### src/rtl/cpuif_pkg.sv
package cpuif_pkg;
    localparam int unsigned ID_W = 10;
    localparam logic [ID_W-1:0] SPURIOUS_ID = 10'd1023;

    localparam logic [11:0] OFS_CTRL = 12'h000;
    localparam logic [11:0] OFS_MASK = 12'h004;
    localparam logic [11:0] OFS_ACK  = 12'h00C;
    localparam logic [11:0] OFS_EOI  = 12'h010;
    localparam logic [11:0] OFS_RUN  = 12'h014;
    localparam logic [11:0] OFS_HIGH = 12'h018;
endpackage

### src/rtl/cpuif_pick.sv
// Finds the most urgent candidate: smallest priority value, lowest index on ties.
module cpuif_pick #(
    parameter int unsigned N_IRQ  = 16,
    parameter int unsigned PRIO_W = 8,
    parameter int unsigned ID_W   = 10
) (
    input  logic [N_IRQ-1:0]        cand,
    input  logic [N_IRQ*PRIO_W-1:0] prio,
    output logic                    found,
    output logic [ID_W-1:0]         best_id,
    output logic [PRIO_W-1:0]       best_lvl
);
    always_comb begin
        found    = 1'b0;
        best_id  = '0;
        best_lvl = '1;
        for (int i = 0; i < int'(N_IRQ); i++) begin
            // strict compare keeps the earlier (lower) index on equal priority
            if (cand[i] && (!found || prio[i*PRIO_W +: PRIO_W] < best_lvl)) begin
                found    = 1'b1;
                best_id  = ID_W'(i);
                best_lvl = prio[i*PRIO_W +: PRIO_W];
            end
        end
    end
endmodule

### src/rtl/cpuif_rdmux.sv
// Read data selection by register offset.
module cpuif_rdmux
    import cpuif_pkg::*;
#(
    parameter int unsigned ADDR_W = 12,
    parameter int unsigned DATA_W = 32,
    parameter int unsigned PRIO_W = 8
) (
    input  logic [ADDR_W-1:0] addr,
    input  logic              en,
    input  logic [PRIO_W-1:0] mask,
    input  logic [PRIO_W-1:0] run,
    input  logic [ID_W-1:0]   ack_word,
    input  logic [ID_W-1:0]   high_word,
    output logic [DATA_W-1:0] data
);
    always_comb begin
        data = '0;
        if (addr == ADDR_W'(OFS_CTRL))      data = DATA_W'(en);
        else if (addr == ADDR_W'(OFS_MASK)) data = DATA_W'(mask);
        else if (addr == ADDR_W'(OFS_ACK))  data = DATA_W'(ack_word);
        else if (addr == ADDR_W'(OFS_RUN))  data = DATA_W'(run);
        else if (addr == ADDR_W'(OFS_HIGH)) data = DATA_W'(high_word);
    end
endmodule

### src/rtl/cpuif_unit.sv
module cpuif_unit
    import cpuif_pkg::*;
#(
    parameter int unsigned N_IRQ  = 16,
    parameter int unsigned PRIO_W = 8,
    parameter int unsigned ADDR_W = 12,
    parameter int unsigned DATA_W = 32
) (
    input  logic                    clk,
    input  logic                    rst_n,
    input  logic                    bus_valid,
    input  logic                    bus_write,
    input  logic [ADDR_W-1:0]       bus_addr,
    input  logic [DATA_W-1:0]       bus_wdata,
    output logic [DATA_W-1:0]       bus_rdata,
    output logic                    bus_rvalid,
    input  logic [N_IRQ-1:0]        pend_i,
    input  logic [N_IRQ*PRIO_W-1:0] prio_i,
    output logic                    irq_o,
    output logic                    ack_valid_o,
    output logic [ID_W-1:0]         ack_id_o
);
    localparam int unsigned SEL_W = (N_IRQ > 1) ? $clog2(N_IRQ) : 1;
    localparam logic [PRIO_W-1:0] IDLE_LVL = '1;

    typedef struct packed {
        logic              en;
        logic [PRIO_W-1:0] mask;
        logic [PRIO_W-1:0] run;
        logic [N_IRQ-1:0]  act;
        logic [DATA_W-1:0] rdata;
        logic              rvalid;
        logic              ackv;
        logic [ID_W-1:0]   ackid;
    } state_t;

    state_t st_d, st_q;

    logic              found;
    logic [ID_W-1:0]   best_id;
    logic [PRIO_W-1:0] best_lvl;
    logic              take;
    logic [ID_W-1:0]   ack_word;
    logic [ID_W-1:0]   high_word;
    logic [DATA_W-1:0] rd_word;
    logic              rd_req, wr_req, eoi_live;

    cpuif_pick #(.N_IRQ(N_IRQ), .PRIO_W(PRIO_W), .ID_W(ID_W)) i_pick (
        .cand    (pend_i & ~st_q.act),
        .prio    (prio_i),
        .found   (found),
        .best_id (best_id),
        .best_lvl(best_lvl)
    );

    // a winner that fails either test means every other candidate fails too
    assign take      = st_q.en && found && (best_lvl < st_q.mask) && (best_lvl < st_q.run);
    assign ack_word  = take  ? best_id : SPURIOUS_ID;
    assign high_word = found ? best_id : SPURIOUS_ID;
    assign rd_req    = bus_valid && !bus_write;
    assign wr_req    = bus_valid && bus_write;
    assign eoi_live  = (bus_wdata[ID_W-1:0] < ID_W'(N_IRQ)) && st_q.act[bus_wdata[SEL_W-1:0]];

    cpuif_rdmux #(.ADDR_W(ADDR_W), .DATA_W(DATA_W), .PRIO_W(PRIO_W)) i_rdmux (
        .addr     (bus_addr),
        .en       (st_q.en),
        .mask     (st_q.mask),
        .run      (st_q.run),
        .ack_word (ack_word),
        .high_word(high_word),
        .data     (rd_word)
    );

    always_comb begin
        st_d        = st_q;
        st_d.rvalid = 1'b0;
        st_d.ackv   = 1'b0;
        if (rd_req) begin
            st_d.rvalid = 1'b1;
            st_d.rdata  = rd_word;
            if (bus_addr == ADDR_W'(OFS_ACK) && take) begin
                st_d.act[best_id[SEL_W-1:0]] = 1'b1;
                st_d.run   = best_lvl;
                st_d.ackv  = 1'b1;
                st_d.ackid = best_id;
            end
        end
        if (wr_req) begin
            if (bus_addr == ADDR_W'(OFS_CTRL)) begin
                st_d.en = bus_wdata[0];
            end else if (bus_addr == ADDR_W'(OFS_MASK)) begin
                st_d.mask = bus_wdata[PRIO_W-1:0];
            end else if (bus_addr == ADDR_W'(OFS_EOI) && eoi_live) begin
                st_d.act[bus_wdata[SEL_W-1:0]] = 1'b0;
                st_d.run = IDLE_LVL;
            end
        end
    end

    always_ff @(posedge clk or negedge rst_n) begin
        if (!rst_n) begin
            st_q       <= '0;
            st_q.run   <= IDLE_LVL;
        end else begin
            st_q <= st_d;
        end
    end

    assign irq_o       = take;
    assign bus_rdata   = st_q.rdata;
    assign bus_rvalid  = st_q.rvalid;
    assign ack_valid_o = st_q.ackv;
    assign ack_id_o    = st_q.ackid;

    // plain views of state for the bound checker
    logic              en_w;
    logic [PRIO_W-1:0] run_w;
    logic [N_IRQ-1:0]  act_w;
    assign en_w  = st_q.en;
    assign run_w = st_q.run;
    assign act_w = st_q.act;
endmodule

### config.mk
export PLATFORM = sky130hd
export DESIGN_NAME = cpuif_unit
export DESIGN_NICKNAME = d
export VERILOG_FILES = /design/src/rtl/cpuif_pkg.sv /design/src/rtl/cpuif_pick.sv /design/src/rtl/cpuif_rdmux.sv /design/src/rtl/cpuif_unit.sv
export SDC_FILE = /design/constraint.sdc
export NUM_CORES = 1
export LEC_CHECK = 0
export BUFFER_PORTS_ARGS = -buffer_cell sky130_fd_sc_hd__buf_2
export CORE_ASPECT_RATIO = 0.75
export CORE_MARGIN = 2
export CORE_UTILIZATION = 25
export DETAILED_ROUTE_END_ITERATION = 16
export MAX_ROUTING_LAYER = met4
export PLACE_DENSITY_LB_ADDON = 0.1
export SLEW_MARGIN = 25
export SYNTH_ARGS = -nofsm -noshare
export SYNTH_HDL_FRONTEND = slang
export SYNTH_HIERARCHICAL = 1
export SYNTH_SLANG_ARGS = --single-unit
### constraint.sdc
create_clock -name clk -period 75 [get_ports clk]
set_input_delay 7.5 -clock clk [delete_from_list [all_inputs] [get_ports clk]]
set_output_delay 7.5 -clock clk [all_outputs]
set_load 0.005 [all_outputs]
== Yosys cells after proc, flatten, opt, wreduce, memory -nomap -nowiden ==
Index checks and enable logic that the tools add are counted.

* Muxes and demuxes: 67
* Reduce and logical (&&, ||, !) cells: 60
* Bitwise logic cells: 6
* $lt $le $gt $ge: 22
* Equality and inequality tests: 5

{| class="wikitable"
|+ Operators by type and width
! cell !! count
|-
| 8-bit less-than comparator || 17
|-
| 32-bit two-way mux || 4
|-
| 8-bit two-way mux || 16
|-
| 24-bit two-way mux || 5
|-
| 68-bit two-way mux || 1
|-
| 12-bit by 5-bit equality test with 1-bit output (second input constant) || 3
|-
| 16-bit AND || 2
|-
| 4-bit two-way mux || 8
|-
| 16-bit NOT || 2
|-
| 10-bit two-way mux || 3
|-
| 1-bit logical AND || 25
|-
| 1-bit two-way mux || 20
|-
| 1-bit logical NOT || 16
|-
| 16-bit bitwise OR || 1
|-
| 1-bit logical OR || 15
|-
| 12-bit by 3-bit equality test with 1-bit output (second input constant) || 1
|-
| 12-bit by 4-bit equality test with 1-bit output (second input constant) || 1
|-
| 12-bit logical NOT || 1
|-
| 3-bit two-way mux || 4
|-
| 11-bit two-way mux || 1
|-
| 10-bit by 5-bit less-than comparator with 1-bit output (second input constant) || 1
|-
| 4-bit by 5-bit less-than comparator with 1-bit output (second input constant) || 2
|-
| 1-bit demux with 4-bit select || 2
|-
| 4-bit by 1-bit >= comparator with 1-bit output (second input constant) || 2
|-
| 5 further kinds || 7
|}

* Flip-flop bits (word level): 77
* Input port bits: 192
* Word-level logic and storage cells: 168

== Depth between registers and ports, before layout ==
* Depth after elaboration: 76
* Mapped depth: 193
* Depth with buffers taken out: 178

== Modules after synthesis ==
The synthesis kept the hierarchy.

{| class="wikitable"
|+ By module, submodules not included
! module !! area each (sq um) !! cells each !! sequential area each (sq um) !! times used
|-
| cpuif_pick || 5611.6 || 819 || 0.0 || 1
|-
| cpuif_unit || 4299.1 || 408 || 1936.9 || 1
|-
| cpuif_rdmux || 535.5 || 85 || 0.0 || 1
|}

== Worst setup path after synthesis ==
Ideal clock, no wire load.

* Path type: input to output
* Start point: input port pend_i[0]
* End point: output port irq_o
* Arrival time: 37687 ps
* Buffers on the path: 15
* Stages: 176
* Setup slack: 29813 ps
* Path through: nor2b_1 > clkbuf_1 > nor2b_1 > ha_1 > nand2_1 > o2111a_1 > a21oi_1 > and2_1 > clkbuf_1 > nand2_1 > o21ai_0 > ha_1 > a21o_1 > a21oi_1 > o211ai_1 > o41a_1 > o21ai_1 > clkbuf_1 > [140 not listed] > nor4b_1 > a311oi_4 > buf_6 > mux2i_1 > ha_1 > a21o_1 > nand2_1 > nand3b_1 > or4_1 > o311a_1 > buf_4 > mux2i_1 > ha_1 > a2111o_1 > a31oi_4 > nand3_1 > clkbuf_1 > inv_1

* Word-level cells in the longest chain between the ends: 65
* Elaborated cells between the ends (all ways): 98

{| class="wikitable"
|+ RTL lines
! item !! RTL line !! source
|-
| start, declared || cpuif_unit.sv:17 || <nowiki>input logic [N_IRQ-1:0] pend_i,</nowiki>
|-
| 16-bit AND (*) || cpuif_unit.sv:49 || <nowiki>.cand (pend_i & ~st_q.act),</nowiki>
|-
| 8-bit two-way mux / 1-bit two-way mux (equally long branches) || cpuif_pick.sv:19 || <nowiki>if (cand[i] && (!found || prio[i*PRIO_W +: PRIO_W] < best_lvl)) begin</nowiki>
|-
| 8-bit less-than comparator / 1-bit logical NOT (equally long branches) || cpuif_pick.sv:19 ||
|-
| 1-bit logical OR || cpuif_pick.sv:19 ||
|-
| 1-bit logical AND || cpuif_pick.sv:19 ||
|-
| 8-bit two-way mux / 1-bit two-way mux (equally long branches) || cpuif_pick.sv:19 ||
|-
| 8-bit less-than comparator / 1-bit logical NOT (equally long branches) || cpuif_pick.sv:19 ||
|-
| 1-bit logical OR || cpuif_pick.sv:19 ||
|-
| [50 not listed] || -- ||
|-
| 8-bit less-than comparator / 1-bit logical NOT (equally long branches) || cpuif_pick.sv:19 ||
|-
| 1-bit logical OR || cpuif_pick.sv:19 ||
|-
| 1-bit logical AND || cpuif_pick.sv:19 ||
|-
| 8-bit two-way mux (*) || cpuif_pick.sv:19 ||
|-
| net best_lvl[1] || cpuif_unit.sv:41 || <nowiki>logic [PRIO_W-1:0] best_lvl;</nowiki>
|-
| 8-bit less-than comparator || cpuif_unit.sv:57 || <nowiki>assign take = st_q.en && found && (best_lvl < st_q.mask) && (best_lvl < st_q.run);</nowiki>
|-
| 1-bit logical AND || cpuif_unit.sv:57 ||
|-
| 1-bit logical AND (*) || cpuif_unit.sv:57 ||
|-
| end, declared || cpuif_unit.sv:19 || <nowiki>output logic irq_o,</nowiki>
|}

The timed path passes the listed nets; every way through them passes the cells marked *.

== Worst setup path after layout ==
Same ends and word-level chain as after synthesis.

==> metrics.md <==
| Metric | Value |
|---|---|
| Area share of the largest cell type after synthesis | `0.165` |
| Number of synthesized flops with an enable pin | `0` |
| Crit Reg-Reg Startpoint | `act_w[0]$_DFF_PN0_` |
| Initial DRT Pass Iterations | `5` |
| PwrDens | `54.4 nW/um^2` |
| Die X | `240 um` |
| Post-synthesis xor/xnor area fraction | `0.00503` |
| Main combinational cell family by area after synthesis | `compound AO/OA/AOI/OAI gates` |
| Seq cells post-synth | `77` |
| Total grt overflow | `0` |
| Cell count after synthesis | `1,312` |
| Met2 WL | `14,400 um` |
| Post-layout min period | `51.15 ns` |
| Boundary Pins | `237` |
| Post-CTS resize count | `0` |
| Skew-Pair Late Insertion Delay | `0.34 ns` |
| Sequential share of the synthesized area | `0.185` |
| Maximum clock frequency | `19.5 MHz` |
| Routed vias/inst | `4.84` |
| CP max-delay cell | `o32ai_2` |
| First-pass GRT wire length | `54,900 um` |
| Final Max Tran Viols | `0` |
| Post-synthesis compound-gate area fraction | `0.238` |
| Area leader, netlist | `dfrtp_1` |
| Row count | `64` |
| Initial Util | `0.255` |
| Die height | `181 um` |
| Critical path endpoint | `irq_o` |
| Post-CTS Setup Repair Bufs | `0` |
| CP startpoint | `pend_i[0]` |
| Final WS setup | `23.85 ns` |
| Simple-Gate Fraction of Synth Area | `0.214` |
| Netlist cell types | `100` |
| Top FF cell, synth | `dfrtp_1` |
| Placement Setup Slack | `23.85 ns` |
| Max-cap violations | `0` |
| CP endpoint kind | `output port` |
| Worst vdd ir | `0.0327 mV` |
| Detailed-route DRC error count | `0` |
| RSZ-0062 raised after global routing | `false` |
| Rel. slew slack | `0.339` |
| Power Total | `0.000650 W` |
| Mapped Area | `10,400 sq um` |
| GPL Wtd Cong | `0.835` |
| Synth Area in Adders | `0.117` |
| Fillers | `4,536` |
| Hold Violations, Final | `0` |
| CP max stage delay | `0.80 ns` |
| WP data arrival | `43.65 ns` |
| Vias in the first global route | `9,632` |
| Reg-to-reg endpoint | `bus_rdata[5]$_DFFE_PN0P_` |
| Syn avg cell area | `7.96 sq um` |
| Nets | `1,737` |
| Worst-Margin Slew | `0.990 ns` |
| WP data required | `67.50 ns` |
| Critical path class | `input pin to output port` |
| Highest metal layer with signal wires | `met4` |
| Clock tree from TritonCTS | `built` |
| Most common cell after layout, fill and taps aside | `buf_2` |
| Cell mode on critical path | `a21oi_1` |
| WL final | `34,900 um` |
| Routed Antenna Nets | `0` |
| Crit path launch type | `input pin` |
| Hold_buf cts | `0` |
| Reg2reg path depth | `172` |
| Synth-to-layout area growth | `14.5%` |
| Placement Cell Area | `11,600 sq um` |
| Port bufs | `214` |
| Pin count of the biggest net entering global routing | `78` |
| Run status | `complete, no violations` |
| Clock slew at reported path FFs | `0.06 ns` |
| # setup viols final | `0` |
| CP Max Fanout | `27` |
| DP HPWL | `28,900 um` |
| Wl on met1 | `18,700 um` |
| Mux share of post-synthesis cell area | `0.129` |
| H-Tree Depth | `3` |
| Clk buf depth | `2` |
| Finished Core Util | `0.292` |
| Worst min path class | `flip-flop to flip-flop` |
| All-Layer GR Usage | `0.164` |
| Final Skew | `0.00617 ns` |
| Setup TNS | `0 ns` |
| Final Cycle Share | `0.682` |
| Commonest non-fill, non-tap cells in the layout | `buf_2, nand2_1, inv_1` |
| Clock sinks | `77` |
| DRT iter0 DRCs | `564` |
| Total CTS buffers | `9` |
| R2R setup slack | `37.52 ns` |
| Clock Root Buffer | `clkbuf_16` |
| Asr flop ratio synth | `1.00` |
| Share of cells above drive strength 1 | `0.258` |
| Synth area leaders | `dfrtp_1, ha_1, mux2_2, buf_4, nand2_1` |
| Via count | `9,807` |
| Fin area | `12,000 sq um` |
| Initial antenna violation count | `7` |
| Die ar. | `43,500 sq um` |
| Core area | `41,000 sq um` |
| LEAKAGE | `5.80 nW` |
| WL/cell | `17.2 um` |
| Met3 routed WL | `1600 um` |
| Yosys warns | `6` |
worst max-delay path: cells and delay by family:
kind / cells / cell delay (ns)
AOI/OAI and AO/OA: 78 / 16.68
and+or+nand+nor: 51 / 10.82
adders and majority gates: 16 / 4.24
muxes: 8 / 2.79
buffers and inverters: 16 / 1.50
layer usage:
layer | up-vias | GRT usage
li1 | 4981 | -
met1 | 4616 | 0.244
met2 | 199 | 0.237
met3 | 11 | 0.0255
met4 | 0 | 0.0241
met5 | - | -
kinds of logic after synthesis:
kind of cell	Yosys count
AND/OR/NAND/NOR	430
flip-flops	77
other	2
AO/OA/AOI/OAI	353
multiplexers	120
adder cells (fa/ha/maj)	98
buffers and inverters	226
XOR/XNOR	6
sequential cells by signal, indices dropped and copies added, names as in the netlist:
register,count
ack_valid_o,1
ack_id_o,10
st_q,8
bus_rvalid,1
bus_rdata,32
act_w,16
run_w,8
en_w,1
power breakdown:
group	internal, W	leakage [nW]	switching, W	total, W
registers	0.0000434	0.962	0.000000795	0.0000442
clock network	0.0000302	0.152	0.0000186	0.0000487
logic	0.000214	4.69	0.000344	0.000557
total	0.000287	5.80	0.000363	0.000650
cell usage after synthesis (24+ instances only):
master / number
inv_1: 108
nand2b_1: 25
o21ai_0: 81
nor2_1: 81
mux2_2: 75
dfrtp_1: 69
a21oi_1: 88
a21o_1: 24
nor2b_1: 37
ha_1: 94
buf_4: 73
nor3_1: 26
clkbuf_1: 30
nand2_1: 125
mux2i_1: 32
layout make-up:
cell class | instances | area [sq um] | share of cell area
Inverter | 109 | 409 | 0.0342
Tap cell | 561 | 702 | 0.0587
Clock inverter | 5 | 83.8 | 0.00701
Antenna cell | 9 | 22.5 | 0.00188
Sequential cell | 77 | 1940 | 0.162
Multi-Input combinational cell | 1035 | 7450 | 0.623
Timing Repair Buffer | 219 | 1110 | 0.0932
Clock buffer | 11 | 243 | 0.0203
stage by stage:
step	hold WS (ns)	cells
global route	0.525	2024
CTS	0.507	2017
floorplan	0.482	1338
detailed placement	0.491	2001
finish	0.500	2026
global placement	0.485	2001
worst min path at each step:
stage          slack [ns]  cells after the start                         to                       from
4_1_cts              0.51                      1  bus_rdata[23]$_DFFE_PN0P_  bus_rdata[23]$_DFFE_PN0P_
6_report             0.50                      1  bus_rdata[10]$_DFFE_PN0P_  bus_rdata[10]$_DFFE_PN0P_
5_1_grt              0.52                      1    ack_id_o[5]$_DFFE_PN0P_    ack_id_o[5]$_DFFE_PN0P_
3_5_place_dp         0.49                      1    ack_id_o[3]$_DFFE_PN0P_    ack_id_o[3]$_DFFE_PN0P_
2_1_floorplan        0.48                      1    ack_id_o[0]$_DFFE_PN0P_    ack_id_o[0]$_DFFE_PN0P_
3_3_place_gp         0.49                      1  bus_rdata[18]$_DFFE_PN0P_  bus_rdata[18]$_DFFE_PN0P_
(Power assumes the default switching activity.)
